==> src/rtl/radix_walk_pkg.sv <==
package radix_walk_pkg;

  localparam logic [63:0] PRT_BASE_MASK = 64'h0FFF_FFFF_FFFF_F000;
  localparam logic [63:0] NEXT_BASE_MASK = 64'h0FFF_FFFF_FFFF_FF00;
  localparam logic [63:0] PAGE_NUM_MASK = 64'h01FF_FFFF_FFFF_F000;
  localparam logic [63:0] WALK_EA_MASK = 64'h3FFF_FFFF_FFFF_FFFF;
  localparam logic [63:0] REAL_EA_MASK = 64'h0FFF_FFFF_FFFF_FFFF;

  localparam logic [31:0] CAUSE_NO_ENTRY = 32'h4000_0000;
  localparam logic [31:0] CAUSE_BAD_CFG = 32'h0008_0000;
  localparam logic [31:0] CAUSE_STORE = 32'h0200_0000;

  localparam logic [1:0] ACC_STORE = 2'd1;
  localparam logic [1:0] ACC_FETCH = 2'd2;

  typedef enum logic [1:0] {
    FK_DSTOR = 2'd0,
    FK_ISTOR = 2'd1,
    FK_DSEG  = 2'd2,
    FK_ISEG  = 2'd3
  } fault_kind_e;

  // translated size in bits from a process entry
  function automatic logic [6:0] tree_bits(input logic [63:0] d);
    return {2'b00, d[62:61], d[7:5]} + 7'd31;
  endfunction

  // index of one level
  function automatic logic [63:0] level_index(input logic [63:0] ea, input logic [6:0] rem,
                                              input logic [4:0] nls);
    logic [6:0] sh;
    sh = rem - {2'b00, nls};
    return (ea >> sh) & ((64'd1 << nls) - 64'd1);
  endfunction

  // process-table bounds test
  function automatic logic table_fits(input logic [63:0] off, input logic [4:0] prts);
    return off < (64'd1 << ({2'b00, prts} + 7'd12));
  endfunction

  // leaf address formation
  function automatic logic [63:0] leaf_real(input logic [63:0] pte, input logic [63:0] ea,
                                            input logic [6:0] sh);
    logic [63:0] low;
    low = (64'd1 << sh) - 64'd1;
    return ((pte & PAGE_NUM_MASK) & ~low) | (ea & low);
  endfunction

  function automatic fault_kind_e stor_kind(input logic [1:0] acc);
    return (acc == ACC_FETCH) ? FK_ISTOR : FK_DSTOR;
  endfunction

  function automatic logic [31:0] stor_cause(input logic [1:0] acc, input logic [31:0] c);
    return (acc == ACC_STORE) ? (c | CAUSE_STORE) : c;
  endfunction

  function automatic logic [63:0] stor_addr(input logic [1:0] acc, input logic [63:0] ea);
    return (acc == ACC_FETCH) ? 64'd0 : ea;
  endfunction

endpackage

==> src/rtl/radix_front.sv <==
module radix_front
  import radix_walk_pkg::*;
#(
  parameter int PID_W = 20
) (
  input  logic [63:0]      ea,
  input  logic [1:0]       acc,
  input  logic             ir_en,
  input  logic             dr_en,
  input  logic [PID_W-1:0] pid,
  input  logic [63:0]      part_entry,
  output logic             real_hit,
  output logic             seg_hit,
  output logic             prt_oob,
  output logic [63:0]      prt_addr
);
  logic [1:0]       quad;
  logic [PID_W-1:0] pid_sel;
  logic [63:0]      prt_off;
  logic [63:0]      part_low;

  assign quad     = ea[63:62];
  assign real_hit = (acc == ACC_FETCH) ? !ir_en : !dr_en;
  assign seg_hit  = !real_hit && (quad == 2'b01 || quad == 2'b10);
  assign pid_sel  = (quad == 2'b11) ? '0 : pid;
  assign prt_off  = 64'(pid_sel) << 4;
  assign part_low = part_entry & 64'h1F;
  assign prt_oob  = !table_fits(prt_off, part_low[4:0]);
  assign prt_addr = (part_entry & PRT_BASE_MASK) + prt_off;
endmodule

==> src/rtl/radix_level.sv <==
module radix_level
  import radix_walk_pkg::*;
#(
  parameter int MAX_LEVELS = 8,
  parameter int LVL_W = 4
) (
  input  logic [63:0]      ea_walk,
  input  logic [63:0]      base,
  input  logic [4:0]       nls,
  input  logic [6:0]       rem,
  input  logic [LVL_W-1:0] lvl,
  output logic             cfg_bad,
  output logic [63:0]      ent_addr
);
  logic width_small;
  logic width_big;
  logic too_deep;

  assign width_small = nls < 5'd5;
  assign width_big   = {2'b00, nls} > rem;
  assign too_deep    = lvl >= LVL_W'(MAX_LEVELS);
  assign cfg_bad     = width_small || width_big || too_deep;
  assign ent_addr    = base + (level_index(ea_walk, rem, nls) << 3);
endmodule

==> src/rtl/radix_leaf.sv <==
module radix_leaf
  import radix_walk_pkg::*;
(
  input  logic [63:0] pte,
  input  logic [63:0] ea_walk,
  input  logic [6:0]  sh,
  output logic [63:0] real_addr
);
  assign real_addr = leaf_real(pte, ea_walk, sh);
endmodule

==> src/rtl/radix_walker.sv <==
module radix_walker
  import radix_walk_pkg::*;
#(
  parameter int PID_W = 20,
  parameter int MAX_LEVELS = 8,
  localparam int LVL_W = $clog2(MAX_LEVELS + 1)
) (
  input  logic             clk,
  input  logic             rst_n,
  input  logic             start,
  input  logic [63:0]      ea,
  input  logic [1:0]       acc,
  input  logic             ir_en,
  input  logic             dr_en,
  input  logic [PID_W-1:0] pid,
  input  logic [63:0]      part_entry,
  output logic             mem_req_valid,
  input  logic             mem_req_ready,
  output logic [63:0]      mem_req_addr,
  input  logic             mem_rsp_valid,
  input  logic [63:0]      mem_rsp_data,
  output logic             busy,
  output logic             done,
  output logic             real_mode,
  output logic [63:0]      real_addr,
  output logic [6:0]       page_shift,
  output logic [63:0]      leaf_pte,
  output logic [63:0]      leaf_addr,
  output logic             fault,
  output logic [1:0]       fault_kind,
  output logic [31:0]      fault_cause,
  output logic [63:0]      fault_addr
);
  typedef enum logic [2:0] {
    ST_IDLE, ST_PRT_REQ, ST_PRT_WAIT, ST_DIR_REQ, ST_DIR_WAIT, ST_DONE, ST_FAULT
  } state_e;

  state_e           state;
  logic [63:0]      ea_q;
  logic [1:0]       acc_q;
  logic [63:0]      prt_addr_q;
  logic [63:0]      base_q;
  logic [4:0]       nls_q;
  logic [6:0]       rem_q;
  logic [LVL_W-1:0] lvl_q;
  logic [63:0]      ent_addr_q;
  logic             real_mode_q;
  logic [63:0]      real_addr_q;
  logic [6:0]       page_shift_q;
  logic [63:0]      leaf_pte_q;
  logic [63:0]      leaf_addr_q;
  fault_kind_e      fault_kind_q;
  logic [31:0]      fault_cause_q;
  logic [63:0]      fault_addr_q;

  // named internal events
  logic        ev_real;
  logic        ev_seg;
  logic        ev_oob;
  logic [63:0] prt_addr;
  logic        ev_cfg_bad;
  logic [63:0] ent_addr;
  logic [63:0] ea_walk;
  logic [6:0]  rem_after;
  logic [63:0] leaf_ra;
  logic        ev_rsp_invalid;
  logic        ev_rsp_leaf;

  assign ea_walk        = ea_q & WALK_EA_MASK;
  assign rem_after      = rem_q - {2'b00, nls_q};
  assign ev_rsp_invalid = !mem_rsp_data[63];
  assign ev_rsp_leaf    = mem_rsp_data[62];

  radix_front #(.PID_W(PID_W)) u_front (
    .ea(ea), .acc(acc), .ir_en(ir_en), .dr_en(dr_en), .pid(pid), .part_entry(part_entry),
    .real_hit(ev_real), .seg_hit(ev_seg), .prt_oob(ev_oob), .prt_addr(prt_addr)
  );

  radix_level #(.MAX_LEVELS(MAX_LEVELS), .LVL_W(LVL_W)) u_level (
    .ea_walk(ea_walk), .base(base_q), .nls(nls_q), .rem(rem_q), .lvl(lvl_q),
    .cfg_bad(ev_cfg_bad), .ent_addr(ent_addr)
  );

  radix_leaf u_leaf (
    .pte(mem_rsp_data), .ea_walk(ea_walk), .sh(rem_after), .real_addr(leaf_ra)
  );

  always_ff @(posedge clk or negedge rst_n) begin
    if (!rst_n) begin
      state         <= ST_IDLE;
      ea_q          <= '0;
      acc_q         <= '0;
      prt_addr_q    <= '0;
      base_q        <= '0;
      nls_q         <= '0;
      rem_q         <= '0;
      lvl_q         <= '0;
      ent_addr_q    <= '0;
      real_mode_q   <= 1'b0;
      real_addr_q   <= '0;
      page_shift_q  <= '0;
      leaf_pte_q    <= '0;
      leaf_addr_q   <= '0;
      fault_kind_q  <= FK_DSTOR;
      fault_cause_q <= '0;
      fault_addr_q  <= '0;
    end else begin
      case (state)
        ST_IDLE: if (start) begin
          ea_q        <= ea;
          acc_q       <= acc;
          prt_addr_q  <= prt_addr;
          real_mode_q <= 1'b0;
          if (ev_real) begin
            real_mode_q  <= 1'b1;
            real_addr_q  <= ea & REAL_EA_MASK;
            page_shift_q <= '0;
            leaf_pte_q   <= '0;
            leaf_addr_q  <= '0;
            state        <= ST_DONE;
          end else if (ev_seg) begin
            fault_kind_q  <= (acc == ACC_FETCH) ? FK_ISEG : FK_DSEG;
            fault_cause_q <= '0;
            fault_addr_q  <= (acc == ACC_FETCH) ? 64'd0 : ea;
            state         <= ST_FAULT;
          end else if (ev_oob) begin
            fault_kind_q  <= stor_kind(acc);
            fault_cause_q <= stor_cause(acc, CAUSE_NO_ENTRY);
            fault_addr_q  <= stor_addr(acc, ea);
            state         <= ST_FAULT;
          end else begin
            state <= ST_PRT_REQ;
          end
        end
        ST_PRT_REQ: if (mem_req_ready) state <= ST_PRT_WAIT;
        ST_PRT_WAIT: if (mem_rsp_valid) begin
          base_q <= mem_rsp_data & NEXT_BASE_MASK;
          nls_q  <= mem_rsp_data[4:0];
          rem_q  <= tree_bits(mem_rsp_data);
          lvl_q  <= '0;
          state  <= ST_DIR_REQ;
        end
        ST_DIR_REQ: begin
          if (ev_cfg_bad) begin
            fault_kind_q  <= stor_kind(acc_q);
            fault_cause_q <= stor_cause(acc_q, CAUSE_BAD_CFG);
            fault_addr_q  <= stor_addr(acc_q, ea_q);
            state         <= ST_FAULT;
          end else if (mem_req_ready) begin
            ent_addr_q <= ent_addr;
            state      <= ST_DIR_WAIT;
          end
        end
        ST_DIR_WAIT: if (mem_rsp_valid) begin
          if (ev_rsp_invalid) begin
            fault_kind_q  <= stor_kind(acc_q);
            fault_cause_q <= stor_cause(acc_q, CAUSE_NO_ENTRY);
            fault_addr_q  <= stor_addr(acc_q, ea_q);
            state         <= ST_FAULT;
          end else if (ev_rsp_leaf) begin
            real_addr_q  <= leaf_ra;
            page_shift_q <= rem_after;
            leaf_pte_q   <= mem_rsp_data;
            leaf_addr_q  <= ent_addr_q;
            state        <= ST_DONE;
          end else begin
            base_q <= mem_rsp_data & NEXT_BASE_MASK;
            nls_q  <= mem_rsp_data[4:0];
            rem_q  <= rem_after;
            lvl_q  <= lvl_q + 1'b1;
            state  <= ST_DIR_REQ;
          end
        end
        default: state <= ST_IDLE;
      endcase
    end
  end

  assign mem_req_valid = (state == ST_PRT_REQ) || (state == ST_DIR_REQ && !ev_cfg_bad);
  assign mem_req_addr  = (state == ST_DIR_REQ) ? ent_addr : prt_addr_q;
  assign busy          = (state != ST_IDLE);
  assign done          = (state == ST_DONE);
  assign fault         = (state == ST_FAULT);
  assign real_mode     = real_mode_q;
  assign real_addr     = real_addr_q;
  assign page_shift    = page_shift_q;
  assign leaf_pte      = leaf_pte_q;
  assign leaf_addr     = leaf_addr_q;
  assign fault_kind    = fault_kind_q;
  assign fault_cause   = fault_cause_q;
  assign fault_addr    = fault_addr_q;

  // completion signals are exclusive and single-cycle
  assert_end_exclusive_R11: assert property (@(posedge clk) disable iff (!rst_n)
    !(done && fault));
  assert_end_pulse_R11: assert property (@(posedge clk) disable iff (!rst_n)
    (done || fault) |=> !(done || fault));
  // a stalled request keeps its address
  assert_req_hold_R11: assert property (@(posedge clk) disable iff (!rst_n)
    (mem_req_valid && !mem_req_ready) |=> (mem_req_valid && $stable(mem_req_addr)));
  // responses arrive only while one is awaited
  assert_rsp_expected_R11: assert property (@(posedge clk) disable iff (!rst_n)
    mem_rsp_valid |-> (state == ST_PRT_WAIT || state == ST_DIR_WAIT));
  // level counter never passes the limit
  assert_level_cap_R12: assert property (@(posedge clk) disable iff (!rst_n)
    lvl_q <= LVL_W'(MAX_LEVELS));
  // store bit only on data storage faults
  assert_store_bit_R10: assert property (@(posedge clk) disable iff (!rst_n)
    (fault && fault_kind_q != FK_DSTOR) |-> (fault_cause_q[25] == 1'b0));
  // real-mode results carry cleared top bits
  assert_real_top_R1: assert property (@(posedge clk) disable iff (!rst_n)
    (done && real_mode_q) |-> (real_addr_q[63:60] == 4'h0));
endmodule

==> config.mk <==
export PLATFORM = sky130hd
export DESIGN_NAME = radix_walker
export DESIGN_NICKNAME = d
export VERILOG_FILES = /design/src/rtl/radix_walk_pkg.sv /design/src/rtl/radix_front.sv /design/src/rtl/radix_level.sv /design/src/rtl/radix_leaf.sv /design/src/rtl/radix_walker.sv
export SDC_FILE = /design/constraint.sdc
export NUM_CORES = 2
export LEC_CHECK = 0
export ABC_AREA = 0
export BUFFER_PORTS_ARGS = -buffer_cell sky130_fd_sc_hd__buf_4
export CAP_MARGIN = 20
export CORE_MARGIN = 4
export CORE_UTILIZATION = 32
export CTS_BUF_LIST = sky130_fd_sc_hd__clkbuf_2 sky130_fd_sc_hd__clkbuf_4 sky130_fd_sc_hd__clkbuf_8
export CTS_CLUSTER_DIAMETER = 60
export DETAILED_ROUTE_END_ITERATION = 12
export HOLD_SLACK_MARGIN = 0.15
export SETUP_SLACK_MARGIN = 0.15
export SLEW_MARGIN = 20
export SYNTH_ARGS = -nofsm -noshare
export SYNTH_HDL_FRONTEND = slang
export SYNTH_HIERARCHICAL = 1
export SYNTH_SLANG_ARGS = --single-unit
==> constraint.sdc <==
create_clock -name clk -period 5.75 [get_ports clk]
set_input_delay 0.8625 -clock clk [delete_from_list [all_inputs] [get_ports clk]]
set_output_delay 0.8625 -clock clk [all_outputs]
set_load 0.1 [all_outputs]
# Word-level counts from Yosys, hierarchy flattened
# Cells that the tools add are included.
# word_totals
output_inout_bits	366
reg_bits	575
wordCells	176
in_bits	221
# classes
n_reduce_logical	21
shift	4
muxes	90
n_lt_le_gt_ge	4
bitwise	6
addsub	8
n_eq_ne	26
# ops
cell	n
$mux W64	27
$pmux W64 S2	4
$mux W32	7
$pmux W64 S3	1
$shl A1 B7 Y64 const A	2
$pmux W32 S3	1
$mux W26	3
$add A64 B64 Y64	1
$and A57 B64 Y64	1
$and A62 B64 Y64	1
$lt A24 B64 Y1	1
$not A64 Y64	1
$or A64 B64 Y64	1
$sub A64 B1 Y64 const B	1
$mux W7	9
$shr A62 B7 Y61	1
$add A60 B24 Y61	1
$and A61 B61 Y61	1
$shl A1 B5 Y61 const A	1
$sub A61 B1 Y61 const B	1
$mux W3	11
$pmux W7 S2	2
$mux W20	1
$mux W5	4
other kinds (34)	75

# Logic depth before layout (Yosys ltp)
# depth
ltp_word	10
mapped_depth	28
depth_no_buf	25

# Hierarchy
# The synthesis kept the hierarchy.
# by_module_without_submodules
mod	cells_per_inst	n_inst	area_per_inst_um2
radix_walker	1943	1	22938.2
radix_level	1184	1	7981.4
radix_front	357	1	2517.4
radix_leaf	333	1	2128.3

# Worst setup path after synthesis
# OpenSTA, ideal clock, no wires.
# synth_timing
kind	register to output
startpoint	register nls_q[2]
endpoint	output mem_req_addr[59]
path_stages_with_launch	24
slack_ps	-611
t_arrival_ps	5498
n_path_buf	2
path_cell_list	dfrtp_1 > clkbuf_1 > inv_1 > ha_1 > o21ai_2 > a21boi_1 > o21a_2 > or3_1 > buf_2 > nand2_8 > mux4_2 > a221oi_1 > nor3_1 > ha_1 > nand2_1 > nor2_1 > nand2_1 > nor4_1 > a2111oi_2 > or3_1 > a21boi_2 > nor3b_1 > a311oi_1 > mux2_2
# synth_between
elab_chain_cells	5
# synth_rtl
item	line_no	rtl
start, declared	radix_walker.sv:43	logic [4:0] nls_q;
start signal, assigned	radix_walker.sv:138	nls_q <= mem_rsp_data[4:0];
start signal, assigned	radix_walker.sv:168	nls_q <= mem_rsp_data[4:0];
$sub A7 B5 Y7 / $shl A1 B5 Y61 (equally long branches)	radix_walk_pkg.sv:32, radix_walk_pkg.sv:33	
$shr A62 B7 Y61 / $sub A61 B1 Y61 (equally long branches)	radix_walk_pkg.sv:33	return (ea >> sh) & ((64'd1 << nls) - 64'd1);
$and A61 B61 Y61 *	radix_walk_pkg.sv:33	
$add A64 B64 Y64 *	radix_level.sv:23	assign ent_addr = base + (level_index(ea_walk, rem, nls) << 3);
via ent_addr[59]	radix_walker.sv:62	logic [63:0] ent_addr;
$mux W64 *	radix_walker.sv:180	assign mem_req_addr = (state == ST_DIR_REQ) ? ent_addr : prt_addr_q;
end, declared	radix_walker.sv:19	output logic [63:0] mem_req_addr,
# Mark *: on every way through the listed nets, which the timed path passes. The rest lies on a longest branch.

# Final worst setup path
# layout_timing
startpoint	register rem_q[0]
endpoint	output mem_req_addr[56]
# layout_between
elab_chain_cells	5
# layout_rtl
item	line_no	rtl
start, declared	radix_walker.sv:44	logic [6:0] rem_q;
start signal, assigned	radix_walker.sv:139	rem_q <= tree_bits(mem_rsp_data);
start signal, assigned	radix_walker.sv:169	rem_q <= rem_after;
$sub A7 B5 Y7	radix_walk_pkg.sv:32	sh = rem - {2'b00, nls};
$shr A62 B7 Y61	radix_walk_pkg.sv:33	
$and A61 B61 Y61	radix_walk_pkg.sv:33	
$add A64 B64 Y64	radix_level.sv:23	
via ent_addr[56]	radix_walker.sv:62	
$mux W64	radix_walker.sv:180	
# The timed path passes the listed nets, and every way through them passes these cells.

==> reports/qor.csv <==
stage,metric,value,unit
timing,worst_pin_slew,1.03,ns
timing,drv_slew,0,
detailed_routing,vias_per_cell,5.18,
status,violations,setup timing,
cells_and_area,final_area,0.0519,sq mm
worst_setup_path,critPathLaunchType,flop,
clocking,clk_transition_reported_paths,0.07,ns
synth,yosys-top-cells-area,"dfrtp_1, mux2_2, nand2_1",
synth,ys_types,103,
cells_and_area,area_delta_synth_final,46.0,%
timing,finalCritPeriodShare,1.31,
floorplan,die_height,341,um
place,numPortBuffers,546,
worst_setup_path,cp_top_family,compound AO/OA/AOI/OAI gates,
synth,async_reset_ff_frac,1.00,
place,place_hpwl,109,mm
worst_setup_path,crit_type,flop to output port,
timing,rsz0062_at_grt,yes,
synth,yosysMostFrequentCell,nand2_1,
synth,synth-main-ff-cell,dfrtp_1,
place,dp_worst_setup_slack,-1.73,ns
cells_and_area,fillers,10400,
synth,ys_ff_latch,533,
timing,setup_ws,-1.80,ns
detailed_routing,drtAntennaViolNets,0,
place,gp_congestion,0.959,
detailed_routing,met2_length,68.2,mm
cells_and_area,nets,5224,
timing,relSlewSlack,0.311,
clocking,ctsLongestPathBuffers,3,
timing,setup_violations,72,
floorplan,fp.dieW,341,um
global_route,antenna_found_initial,18,
cells_and_area,multi_input_area,0.0239,sq mm
floorplan,coreArea,0.111,sq mm
clocking,cts_tree,done,
timing,fin_crit,7.55,ns
floorplan,row_count,122,
clocking,cts_root_buffer,clkbuf_8,
detailed_routing,drt_iter0_markers,2401,
worst_setup_path,cpPeakStageDelay,0.78,ns
clocking,h-tree-depth,3,
worst_setup_path,end_kind,output port,
worst_setup_path,crit_top_cell,buf_4,
detailed_routing,drc,0,
detailed_routing,dr.max_layer_used,met5,
synth,syn-cell-area,0.0356,sq mm
status,outcome,"finished, violations left",
worst_setup_path,cp_slowest_cell,fa_4,
global_route,grt_pass1_vias,33000,
global_route,grt_pass1_wl,211,mm
timing,skew,0.0399,ns
timing,hold_viol_final,0,
floorplan,boundaryPins,587,
detailed_routing,vias,33500,
floorplan,start_util,0.322,
detailed_routing,m1WireLength,61.0,mm
detailed_routing,drt-total-wl,145,mm
synth,avgSynthCellArea,9.32,sq um
clocking,clock-sinks,533,
clocking,ctsHoldBuffers,0,
global_route,grtUsageTotal,0.236,
detailed_routing,wl_per_cell,22.4,um
worst_setup_path,regToRegSetupSlack,-0.18,ns
synth,synth-edff-count,0,
cells_and_area,drive_gt1_frac,0.450,
global_route,grt_max_degree,205,
synth,synth_area_leader_cell,dfrtp_1,
run,drv_cap,0,
detailed_routing,dr.pass1.iters,5,
floorplan,dieArea,0.117,sq mm
synth,synth_cells,3817,
synth,synth.top_cell.area_share,0.375,
synth,synth_common_cells,"nand2_1, dfrtp_1, o21ai_0",
worst_setup_path,critical_path_arrival,6.69,ns
place,dpl_cell_area,0.0447,sq mm
worst_hold_path,hp-class,input port to async pin,
synth,yosysSeqAreaShare,0.375,
synth,ys.warnings.count,6,
detailed_routing,met3WireLength,9.27,mm
cells_and_area,regArea,0.0133,sq mm
global_route,grt_remaining_overflow,0,
worst_setup_path,critPathBufInv,11,
worst_setup_path,critical_path_required,4.89,ns
worst_setup_path,path_max_fanout,5,
clocking,clock_latency,0.77,ns
timing,max_freq,132,MHz
clocking,numCtsBuffers,100,
cells_and_area,utilization,0.470,
[metal layers]
| metal | up-vias | GRT usage |
|---|---|---|
| met5 | - | 0 |
| met4 | 8 | 0.0954 |
| met3 | 277 | 0.0454 |
| met2 | 1103 | 0.388 |
| met1 | 16400 | 0.306 |
| li1 | 15700 | - |
[path summary, 6_finish.rpt]
path                                from          endpoint  cells past startpoint
min in group clk                  ea[61]          ea_q[61]                      2
setup reg to reg                rem_q[0]    ent_addr_q[58]                     29
hold / removal                     rst_n    fault_addr[14]                      1
max in group asynchronous          rst_n          rem_q[6]                      2
hold reg to reg            leaf_addr[49]     leaf_addr[49]                      2
setup / recovery                rem_q[0]  mem_req_addr[56]                     29
[kinds of logic (layout without fill, tap and decap cells)]
logic type	count (synthesis)	after routing	share of synthesized area
compound gates	927	927	0.161
mux	547	547	0.183
buf+inv	353	1432	0.0518
flops	533	533	0.375
fa+ha+maj	112	112	0.0402
xor+xnor	136	136	0.0337
other cells	3	79	0.000317
simple gates	1206	1206	0.155
[registers in the layout, indices dropped and copies added (netlist names), 4 cells and up]
name,flops
base_q,52
ea_q,64
ent_addr_q,64
fault_addr,64
leaf_addr,64
leaf_pte,63
lvl_q,4
nls_q,5
page_shift,7
prt_addr_q,64
real_addr,64
rem_q,7
[timing repair]
action | CTS | global route
pin swaps | 110 | 125
buffers inserted | 75 | 46
cloned | 2 | 1
resized for setup | 547 | 288
endpoints found under the setup margin | 105 | 103
[area by class of cell]
class                   instances  share of cell area
flip-flops and latches        533               0.257
clock inverters                25             0.00530
multi-input cells            3001               0.460
inverters                      49             0.00354
well taps                    1488              0.0359
repair buffers               1206               0.202
diodes                          6            0.000289
clock buffers                 152              0.0367
[per-stage QoR]
step                      setup TNS [ns]  cells  hold slack, ns
final                             -75.74   6460           0.185
after floorplan                    -1.39   3887           0.454
after detailed placement          -80.47   6153           0.471
after global placement            -85.57   6153           0.463
after CTS                         -81.27   6407           0.151
after global routing              -92.75   6459           0.185
[cell usage in the layout, fill, tap and decap left out, types with 39 or more instances in the layout]
cell type	netlist	final
buf_4	58	1040
nand2_1	630	606
dfrtp_1	533	533
o21ai_0	354	312
mux2_2	308	250
nor2_1	183	156
clkbuf_8	0	122
mux2_4	61	119
a21oi_1	173	109
mux2i_1	141	92
ha_1	108	82
buf_12	0	82
conb_1	3	73
nand3_1	73	71
buf_6	20	71
a22oi_1	68	68
o21ai_1	44	60
nor3_1	74	56
nor2b_1	56	53
a21oi_2	6	52
xor2_1	70	51
inv_1	46	44
a21o_1	44	43
nand4_1	39	39
Power is left out: the tool's default activity adds up to more than one toggle a clock period on the data nets, which glitch-free logic cannot reach.
